### src/rtl/fp2int_pkg.sv
package fp2int_pkg;

    localparam int FP_EXP_W  = 11;
    localparam int FP_FRAC_W = 52;
    localparam int FP_W      = 1 + FP_EXP_W + FP_FRAC_W;
    localparam int FP_BIAS   = (1 << (FP_EXP_W - 1)) - 1;
    localparam int UEXP_W    = FP_EXP_W + 2;

    typedef enum logic [1:0] {
        POL_CLAMP_MIN  = 2'd0,
        POL_CLAMP_ZERO = 2'd1,
        POL_WRAP       = 2'd2,
        POL_WRAP_ALT   = 2'd3
    } fp2int_pol_e;

    typedef struct packed {
        logic sign;
        logic nan;
        logic inf;
    } fp_class_t;

endpackage

### src/rtl/fp2int_unpack.sv
module fp2int_unpack
    import fp2int_pkg::*;
(
    input  logic [FP_W-1:0]          operand,
    output fp_class_t                cls,
    output logic signed [UEXP_W-1:0] exp_unb,
    output logic [FP_FRAC_W:0]       signif
);

    logic [FP_EXP_W-1:0]  exp_field;
    logic [FP_FRAC_W-1:0] frac_field;
    logic                 exp_max;

    assign exp_field  = operand[FP_W-2 -: FP_EXP_W];
    assign frac_field = operand[FP_FRAC_W-1:0];
    assign exp_max    = &exp_field;

    always_comb begin
        cls.sign = operand[FP_W-1];
        cls.nan  = exp_max && (|frac_field);
        cls.inf  = exp_max && !(|frac_field);
        exp_unb  = $signed({2'b00, exp_field}) - UEXP_W'(FP_BIAS);
        signif   = {|exp_field, frac_field};
    end

endmodule

### src/rtl/fp2int_align.sv
module fp2int_align
    import fp2int_pkg::*;
#(
    parameter int INT_W = 64
) (
    input  logic signed [UEXP_W-1:0] exp_unb,
    input  logic [FP_FRAC_W:0]       signif,
    output logic [INT_W-1:0]         mag_low
);

    int e_i;
    assign e_i = int'(exp_unb);

    always_comb begin
        mag_low = '0;
        if (e_i >= 0) begin
            if (e_i <= FP_FRAC_W) begin
                mag_low = INT_W'(signif >> (FP_FRAC_W - e_i));
            end else if ((e_i - FP_FRAC_W) < INT_W) begin
                mag_low = INT_W'(signif) << (e_i - FP_FRAC_W);
            end
        end
    end

endmodule

### src/rtl/fp2int_policy.sv
module fp2int_policy
    import fp2int_pkg::*;
#(
    parameter int INT_W    = 64,
    parameter int NARROW_W = 32
) (
    input  fp_class_t                cls,
    input  logic signed [UEXP_W-1:0] exp_unb,
    input  logic [INT_W-1:0]         mag_low,
    input  logic                     wide,
    input  logic                     sgn,
    input  fp2int_pol_e              pol,
    output logic [INT_W-1:0]         result
);

    localparam int NUM_W = 2;

    int e_i;
    logic [INT_W-1:0]            signed_val;
    logic [NUM_W-1:0][INT_W-1:0] res_w;

    assign e_i        = int'(exp_unb);
    assign signed_val = cls.sign ? (~mag_low + INT_W'(1)) : mag_low;

    for (genvar g = 0; g < NUM_W; g++) begin : g_width
        localparam int WD = (g == 0) ? NARROW_W : INT_W;

        logic [INT_W-1:0] umax_v, smax_v, smin_v, ext_v, r_v;
        logic             pos_ovf, neg_ovf, uns_ovf;

        always_comb begin
            umax_v  = (INT_W'(1) << WD) - INT_W'(1);
            smax_v  = (INT_W'(1) << (WD - 1)) - INT_W'(1);
            smin_v  = ~smax_v;
            ext_v   = signed_val & umax_v;
            if (sgn && signed_val[WD-1]) begin
                ext_v = ext_v | ~umax_v;
            end
            pos_ovf = cls.inf || (e_i >= WD - 1);
            neg_ovf = cls.inf || (e_i > WD - 1)
                   || ((e_i == WD - 1) && |(mag_low & smax_v));
            uns_ovf = cls.inf || (e_i >= WD);

            if (pol == POL_WRAP || pol == POL_WRAP_ALT) begin
                r_v = (cls.nan || cls.inf) ? '0 : ext_v;
            end else if (cls.nan) begin
                r_v = (pol == POL_CLAMP_MIN && sgn) ? smin_v : '0;
            end else if (sgn) begin
                if (!cls.sign && pos_ovf) begin
                    r_v = smax_v;
                end else if (cls.sign && neg_ovf) begin
                    r_v = smin_v;
                end else begin
                    r_v = ext_v;
                end
            end else begin
                if (cls.sign) begin
                    r_v = '0;
                end else if (uns_ovf) begin
                    r_v = umax_v;
                end else begin
                    r_v = mag_low;
                end
            end
        end

        assign res_w[g] = r_v;
    end

    assign result = wide ? res_w[1] : res_w[0];

endmodule

### src/rtl/fp2int_conv.sv
module fp2int_conv
    import fp2int_pkg::*;
#(
    parameter int INT_W    = 64,
    parameter int NARROW_W = 32
) (
    input  logic                 clk,
    input  logic                 rst_n,
    input  logic                 in_valid,
    input  logic [FP_W-1:0]      in_operand,
    input  logic                 in_wide,
    input  logic                 in_signed,
    input  logic [1:0]           in_mode,
    output logic                 out_valid,
    output logic [INT_W-1:0]     out_result
);

    typedef struct packed {
        logic             vld;
        logic [INT_W-1:0] res;
    } stage_t;

    stage_t stage_d, stage_q;

    fp_class_t                cls;
    logic signed [UEXP_W-1:0] exp_unb;
    logic [FP_FRAC_W:0]       signif;
    logic [INT_W-1:0]         mag_low;
    logic [INT_W-1:0]         conv_res;
    fp2int_pol_e              pol;

    assign pol = fp2int_pol_e'(in_mode);

    fp2int_unpack u_unpack (
        .operand (in_operand),
        .cls     (cls),
        .exp_unb (exp_unb),
        .signif  (signif)
    );

    fp2int_align #(.INT_W(INT_W)) u_align (
        .exp_unb (exp_unb),
        .signif  (signif),
        .mag_low (mag_low)
    );

    fp2int_policy #(.INT_W(INT_W), .NARROW_W(NARROW_W)) u_policy (
        .cls     (cls),
        .exp_unb (exp_unb),
        .mag_low (mag_low),
        .wide    (in_wide),
        .sgn     (in_signed),
        .pol     (pol),
        .result  (conv_res)
    );

    always_comb begin
        stage_d     = stage_q;
        stage_d.vld = in_valid;
        if (in_valid) begin
            stage_d.res = conv_res;
        end
    end

    always_ff @(posedge clk or negedge rst_n) begin
        if (!rst_n) begin
            stage_q <= '0;
        end else begin
            stage_q <= stage_d;
        end
    end

    assign out_valid  = stage_q.vld;
    assign out_result = stage_q.res;

endmodule

### config.mk
export PLATFORM = sky130hd
export DESIGN_NAME = fp2int_conv
export DESIGN_NICKNAME = d
export VERILOG_FILES = /design/src/rtl/fp2int_pkg.sv /design/src/rtl/fp2int_unpack.sv /design/src/rtl/fp2int_align.sv /design/src/rtl/fp2int_policy.sv /design/src/rtl/fp2int_conv.sv
export SDC_FILE = /design/constraint.sdc
export NUM_CORES = 1
export LEC_CHECK = 0
export CORE_ASPECT_RATIO = 1.75
export CORE_MARGIN = 2
export CORE_UTILIZATION = 48
export DETAILED_ROUTE_END_ITERATION = 8
export DONT_BUFFER_PORTS = 1
export HOLD_SLACK_MARGIN = 0.12
export PLACE_DENSITY_LB_ADDON = 0.2
export REMOVE_ABC_BUFFERS = 1
export SETUP_SLACK_MARGIN = 0.1
export SYNTH_ARGS = -nofsm -noshare
export SYNTH_HDL_FRONTEND = slang
export SYNTH_SLANG_ARGS = --single-unit
### constraint.sdc
create_clock -name clk -period 1.57 [get_ports clk]
set_clock_uncertainty 0.15 [all_clocks]
set_input_delay 0.0785 -clock clk [delete_from_list [all_inputs] [get_ports clk]]
set_output_delay 0.0785 -clock clk [all_outputs]
set_load 0.05 [all_outputs]
==> qor.csv, run 1 <==
metric,value,unit
most instantiated cells after synthesis,"273 x nor2_1, 198 x a21oi_1, 192 x nand2_1",
number of buffers added on ports,0,
Synth area leader,mux4_2,
Compound-Gate Fraction of Synth Area,30.7,%
status,aborted with a tool error,
largest family of logic cells by synthesized area,compound AO/OA/AOI/OAI gates,
Synth Register Bits,65,
Max Root-Sink Buffers,2,
Err,[ERROR GRT-0116] Global routing finished with congestion. Check the congestion regions in the DRC Viewer.,
sequential area share after synthesis,9.46,%
synthesized netlist cell count,2286,
root buffer cell,clkbuf_16,
Rows,91,
pin count of the biggest net entering global routing,153,
GP Congestion,1.25,
adder-cell share of the synthesized area,0.509,%
Synth area leaders,"mux4_2 12%, dfrtp_1 9.5%, mux2i_1 6.6%",
top-area cell type share of the netlist area,12.4,%
gr ovfl total,1,
"Primary FF master, synth",dfrtp_1,
Post-Syn Area,17200,sq um
vias in the first global route,26769,
io pins,136,
first-pass GRT wire length,173000,um
synth warn,0,
top-count cell post-synth,nor2_1,
Sink Count,65,
portion of netlist area occupied by mux cells,24.5,%
Avg Synthesized Cell Area,7.52,sq um
GRT Overall Usage,60.6,%
Initial Util,48.7,%
share of flip-flops with an asynchronous set or reset,100,%
failing step,5_1_grt,
Yosys cell types,113,
CTS Buf Count,9,
Post-DP HPWL,80200,um
XOR/XNOR share of the synthesized area,2.86,%
H-tree Lvls,3,
die width,147,um
Post-synth EDFFs,0,
Die Y,254,um
simple-gate share of the synthesized area,24.5,%
cell families after synthesis:
kind of cell | after synthesis
simple gates | 841
compound gates | 769
mux | 291
buf+inv | 259
flops | 65
xor+xnor | 54
fa+ha+maj | 7
per-stage QoR:
step	utilization (%)	cells	cell area, sq um	setup slack (ps)	setup TNS (ps)
after CTS	74.2	3518	26200	-3130	-189500
after floorplan	-	2060	16000	-8610	-524300
after detailed placement	66.5	3391	23500	-4070	-247690
after global placement	66.5	3391	23500	-4100	-243740
what timing repair did:
| action | 4_1_cts |
|---|---|
| setup endpoints to repair | 64 |
| resized for setup | 323 |
| buffers inserted | 79 |
| pin swaps | 182 |
| endpoints found under the hold margin | 130 |
| hold buffers | 36 |
| gates cloned | 2 |
metal layers:
| metal | GRT overflow | GRT usage (%) |
|---|---|---|
| met5 | 0 | 0 |
| met3 | 0 | 26.6 |
| met4 | 1 | 68.8 |
| met1 | 0 | 58.8 |
| met2 | 0 | 90.5 |
==> run 2: changes to the inputs <==
CORE_ASPECT_RATIO = not set   (was 1.75)
CORE_UTILIZATION = 33   (was 48)
HOLD_SLACK_MARGIN = not set   (was 0.12)
PLACE_DENSITY_LB_ADDON = 0.15   (was 0.2)
SETUP_SLACK_MARGIN = not set   (was 0.1)
==> run 2 against run 1 <==
The flow now finishes, with violations (hold timing, setup timing). Synthesized area stayed put. Synthesized cell count stayed put.
==> qor.csv, run 2 <==
metric,value,unit,change
Max Root-Sink Buffers,2,,unchanged
adder-cell share of the synthesized area,0.509,%,unchanged
Post-Route WL,108000,um,
Critical path buffers and inverters,6,,
hold slack,-749,ps,
synth warn,0,,unchanged
initial DRC count,2651,,
initial antenna violation count,1,,
critical path endpoint category,flip-flop,,
Peak VDD IR,0.638,mV,
share of cells above drive strength 1,49.4,%,
# DRC,0,,
RSZ-0062 raised after global routing,true,,
Synth Register Bits,65,,unchanged
most frequent cells in the layout,"893 x buf_4, 264 x nor2_1, 183 x nand2_1",,
CTS Buf Count,9,,unchanged
XOR/XNOR share of the synthesized area,2.86,%,unchanged
final hold vios,68,,
Yosys cell types,113,,unchanged
NumNets Final,3168,,
Via-to-Cell Ratio,6.41,,
"CTS clk-pin slew, worst paths",60,ps,
root buffer cell,clkbuf_16,,unchanged
Die Y,232,um,was 254 um
die width,232,um,was 147 um
CP max FO,152,,
portion of netlist area occupied by mux cells,24.5,%,unchanged
Post-synth EDFFs,0,,unchanged
Worst Hold Class,primary input to asynchronous set/reset pin,,
die area,53900,sq um,
GRT Overall Usage,39.0,%,
Rows,83,,was 91
critical path class,primary input to flip-flop,,
fmax,0.204,GHz,
most instantiated cells after synthesis,"273 x nor2_1, 198 x a21oi_1, 192 x nand2_1",,unchanged
area grow syn2layout,60.8,%,
"Largest delay share family, worst path",simple AND/OR/NAND/NOR gates,,
share of flip-flops with an asynchronous set or reset,100,%,unchanged
Place WS,-4110,ps,was -4070 ps
max-slew violations,0,,
Pwr per Cell Area,757,nW/um^2,
Sink Count,65,,unchanged
Critical Path Slowest Stage Cell,or4b_4,,
Avg Synthesized Cell Area,7.52,sq um,unchanged
Synth area leaders,"mux4_2 12%, dfrtp_1 9.5%, mux2i_1 6.6%",,unchanged
PnR worst setup slack,-3320,ps,
top-count cell post-synth,nor2_1,,unchanged
first-pass GRT wire length,157000,um,
Post-Syn Area,17200,sq um,unchanged
Slew HR,33.1,%,
largest family of logic cells by synthesized area,compound AO/OA/AOI/OAI gates,,unchanged
slowest cell delay on critical path,610,ps,
status,"finished, violations left",,was aborted with a tool error
H-tree Lvls,3,,unchanged
final period utilization,312,%,
top-area cell type share of the netlist area,12.4,%,unchanged
Post-DP HPWL,83400,um,was 80200 um
pin count of the biggest net entering global routing,153,,
synthesized netlist cell count,2286,,unchanged
"Power, Total",20.9,mW,
failing checks,"hold timing, setup timing",,
number of buffers added on ports,0,,unchanged
vias in the first global route,23155,,
CP cell instances,clkinv_8 > ha_4 > buf_16 > buf_12 > buf_16 > mux4_2 > mux4_2 > mux2_4 > nand3_2 > nand3_2 > or4b_4 > or4b_4 > nor3_4 > and4_4 > buf_6 > o31a_1 > buf_4 > and3_1 > o21ai_0 > a31oi_1,,
worst slew pin tran,1000,ps,
CTS tree,yes,,
Synth area leader,mux4_2,,unchanged
Compound-Gate Fraction of Synth Area,30.7,%,unchanged
DRT antenna net count,0,,
Initial Util,33.4,%,was 48.7%
DR WL/cell,28.7,um,
"commonest non-fill, non-tap cell in the layout",buf_4,,
detailed-routing iteration count for the pre-antenna-repair pass,6,,
sequential area share after synthesis,9.46,%,unchanged
Period minus WS final,4890,ps,
"Clk Latency, worst-skew pair",360,ps,
vias after detailed routing,24203,,
Max Cap Viol,0,,
max reg flops,64,,
crit path launch type,primary input,,
gr ovfl total,0,,
"Req. time, crit path",1710,ps,
"Primary FF master, synth",dfrtp_1,,unchanged
io pins,136,,unchanged
final setup violation count,64,,
critical path arrival,5040,ps,
GP Congestion,1.03,,was 1.25
Core ar.,51400,sq um,
Pleak,11.8,nW,
simple-gate share of the synthesized area,24.5,%,unchanged
run 2: cell counts after synthesis:
Identical to the previous run, type by type.
run 2: metrics by stage:
stage | TNS, ps | instance area [sq um] | utilization, % | std cells | hold slack (ps)
2_1_floorplan | -524300 | 16000 | - | 2060 | -367
3_3_place_gp | -248100 | 23800 | 46.2 | 3613 | -366
3_5_place_dp | -247900 | 23800 | 46.2 | 3613 | -366
4_1_cts | -196860 | 26500 | 51.5 | 3734 | -753
5_1_grt | -204750 | 27600 | 53.8 | 3775 | -754
6_report | -201620 | 27600 | 53.8 | 3776 | -749
run 2: layout make-up:
cell class	count	area, sq um
timing repair buffer	1019	8530
tap	680	851
clock inverter	6	115
clock buffer	10	229
sequential	65	1630
fill	4983	23800
antenna	1	2.50
multi-input combinational	1962	16100
inverter	33	141
run 2: final timing paths:
check / from / end / slack [ps] / depth (start not counted)
worst max-delay path: in_operand[52] / out_result[34]$_DFFE_PN0P_ / -3320 / 20
worst min-delay path: rst_n / out_result[20]$_DFFE_PN0P_ / -750 / 0
worst max register to register: out_result[9]$_DFFE_PN0P_ / out_result[9]$_DFFE_PN0P_ / 150 / 3
worst min register to register: out_result[38]$_DFFE_PN0P_ / out_result[38]$_DFFE_PN0P_ / 340 / 1
max in group asynchronous: rst_n / out_result[51]$_DFFE_PN0P_ / 1860 / 0
min in group clk: in_mode[1] / out_result[18]$_DFFE_PN0P_ / -20 / 4
run 2: routing by layer:
metal  share of wire, %  GRT usage (%)
met5                  0              0
met4                6.5           19.6
met3                8.4           6.47
met2                 46           63.4
met1                 40           49.7
run 2: worst reg2reg max path, cell delays in order (launching register included):
cell and delay (ps):
dfrtp_1 380, nor2_1 90, dlygate4sd3_1 580, o32ai_2 80
run 2: kinds of logic after synthesis:
kind of cell             Yosys count
flip-flops                        65
XOR/XNOR                          54
buffers and inverters            259
AND/OR/NAND/NOR                  841
adder cells (fa/ha/maj)            7
multiplexers                     291
AO/OA/AOI/OAI                    769
run 2: what timing repair did:
item	in CTS	in global routing
hold buffers	31	1
setup buffers	73	46
setup endpoints to repair	64	64
pin swaps	175	114
gates cloned	7	1
hold endpoints to repair	128	83
gates resized for setup	298	172
run 2: report_power, final:
| group | switching, mW | internal, mW |
|---|---|---|
| clock network | 0.908 | 1.56 |
| logic | 8.86 | 7.49 |
| registers | 0.178 | 1.94 |
Note: power is estimated with default switching activity, not from simulation.
==> run 3: changes to the inputs <==
CORE_UTILIZATION = 60   (was 33)
PLACE_DENSITY = 0.88   (was not set)
PLACE_DENSITY_LB_ADDON = not set   (was 0.15)
==> run 3 against run 2 <==
The run now fails in 5_1_grt. Synthesized cell count did not move. Synthesized area unchanged.
==> qor.csv, run 3 <==
metric,value,unit,change
Post-synth EDFFs,0,,unchanged
Compound-Gate Fraction of Synth Area,30.7,%,unchanged
Initial Util,61.4,%,was 33.4%
number of buffers added on ports,0,,unchanged
Place WS,-4070,ps,was -4110 ps
GP Congestion,1.46,,was 1.03
top-count cell post-synth,nor2_1,,unchanged
portion of netlist area occupied by mux cells,24.5,%,unchanged
Max Root-Sink Buffers,2,,unchanged
root buffer cell,clkbuf_16,,unchanged
vias in the first global route,34681,,
failing step,5_1_grt,,
adder-cell share of the synthesized area,0.509,%,unchanged
Post-DP HPWL,72600,um,was 83400 um
gr ovfl total,1926,,
Synth area leaders,"mux4_2 12%, dfrtp_1 9.5%, mux2i_1 6.6%",,unchanged
die width,173,um,was 232 um
CTS Buf Count,9,,unchanged
Synth area leader,mux4_2,,unchanged
XOR/XNOR share of the synthesized area,2.86,%,unchanged
Synth Register Bits,65,,unchanged
"Primary FF master, synth",dfrtp_1,,unchanged
H-tree Lvls,3,,unchanged
synthesized netlist cell count,2286,,unchanged
simple-gate share of the synthesized area,24.5,%,unchanged
Yosys cell types,113,,unchanged
io pins,136,,unchanged
pin count of the biggest net entering global routing,153,,
Die Y,173,um,was 232 um
Sink Count,65,,unchanged
largest family of logic cells by synthesized area,compound AO/OA/AOI/OAI gates,,unchanged
most instantiated cells after synthesis,"273 x nor2_1, 198 x a21oi_1, 192 x nand2_1",,unchanged
share of flip-flops with an asynchronous set or reset,100,%,unchanged
top-area cell type share of the netlist area,12.4,%,unchanged
sequential area share after synthesis,9.46,%,unchanged
first-pass GRT wire length,233000,um,
Avg Synthesized Cell Area,7.52,sq um,unchanged
Err,[ERROR GRT-0116] Global routing finished with congestion. Check the congestion regions in the DRC Viewer.,,
GRT Overall Usage,100,%,
Post-Syn Area,17200,sq um,unchanged
synth warn,0,,unchanged
Rows,61,,was 83
status,aborted with a tool error,,"was finished, violations left"
[run 3: cell counts after synthesis]
Identical to the previous run, type by type.
[run 3: cell families after synthesis]
logic type | Yosys count
adder cells (fa/ha/maj) | 7
AND/OR/NAND/NOR | 841
XOR/XNOR | 54
multiplexers | 291
buffers and inverters | 259
flip-flops | 65
AO/OA/AOI/OAI | 769
[run 3: stage by stage]
step           area (sq um)  instances  util [%]  TNS (ps)
4_1_cts               25000       3318      89.2   -198160
3_5_place_dp          22400       3201      80.0   -248840
3_3_place_gp          22400       3201      80.0   -223040
2_1_floorplan         16000       2060         -   -524300
[run 3: metal layers]
metal	GRT usage, %	overflow
met2	117	1251
met5	78.2	12
met3	90.6	92
met1	92.6	96
met4	106	475
[run 3: timing repair]
item,CTS
endpoints found under the hold margin,129
setup buffers,75
pin swaps,133
gates resized for setup,298
setup endpoints to repair,64
cloned,4
hold buffers,26
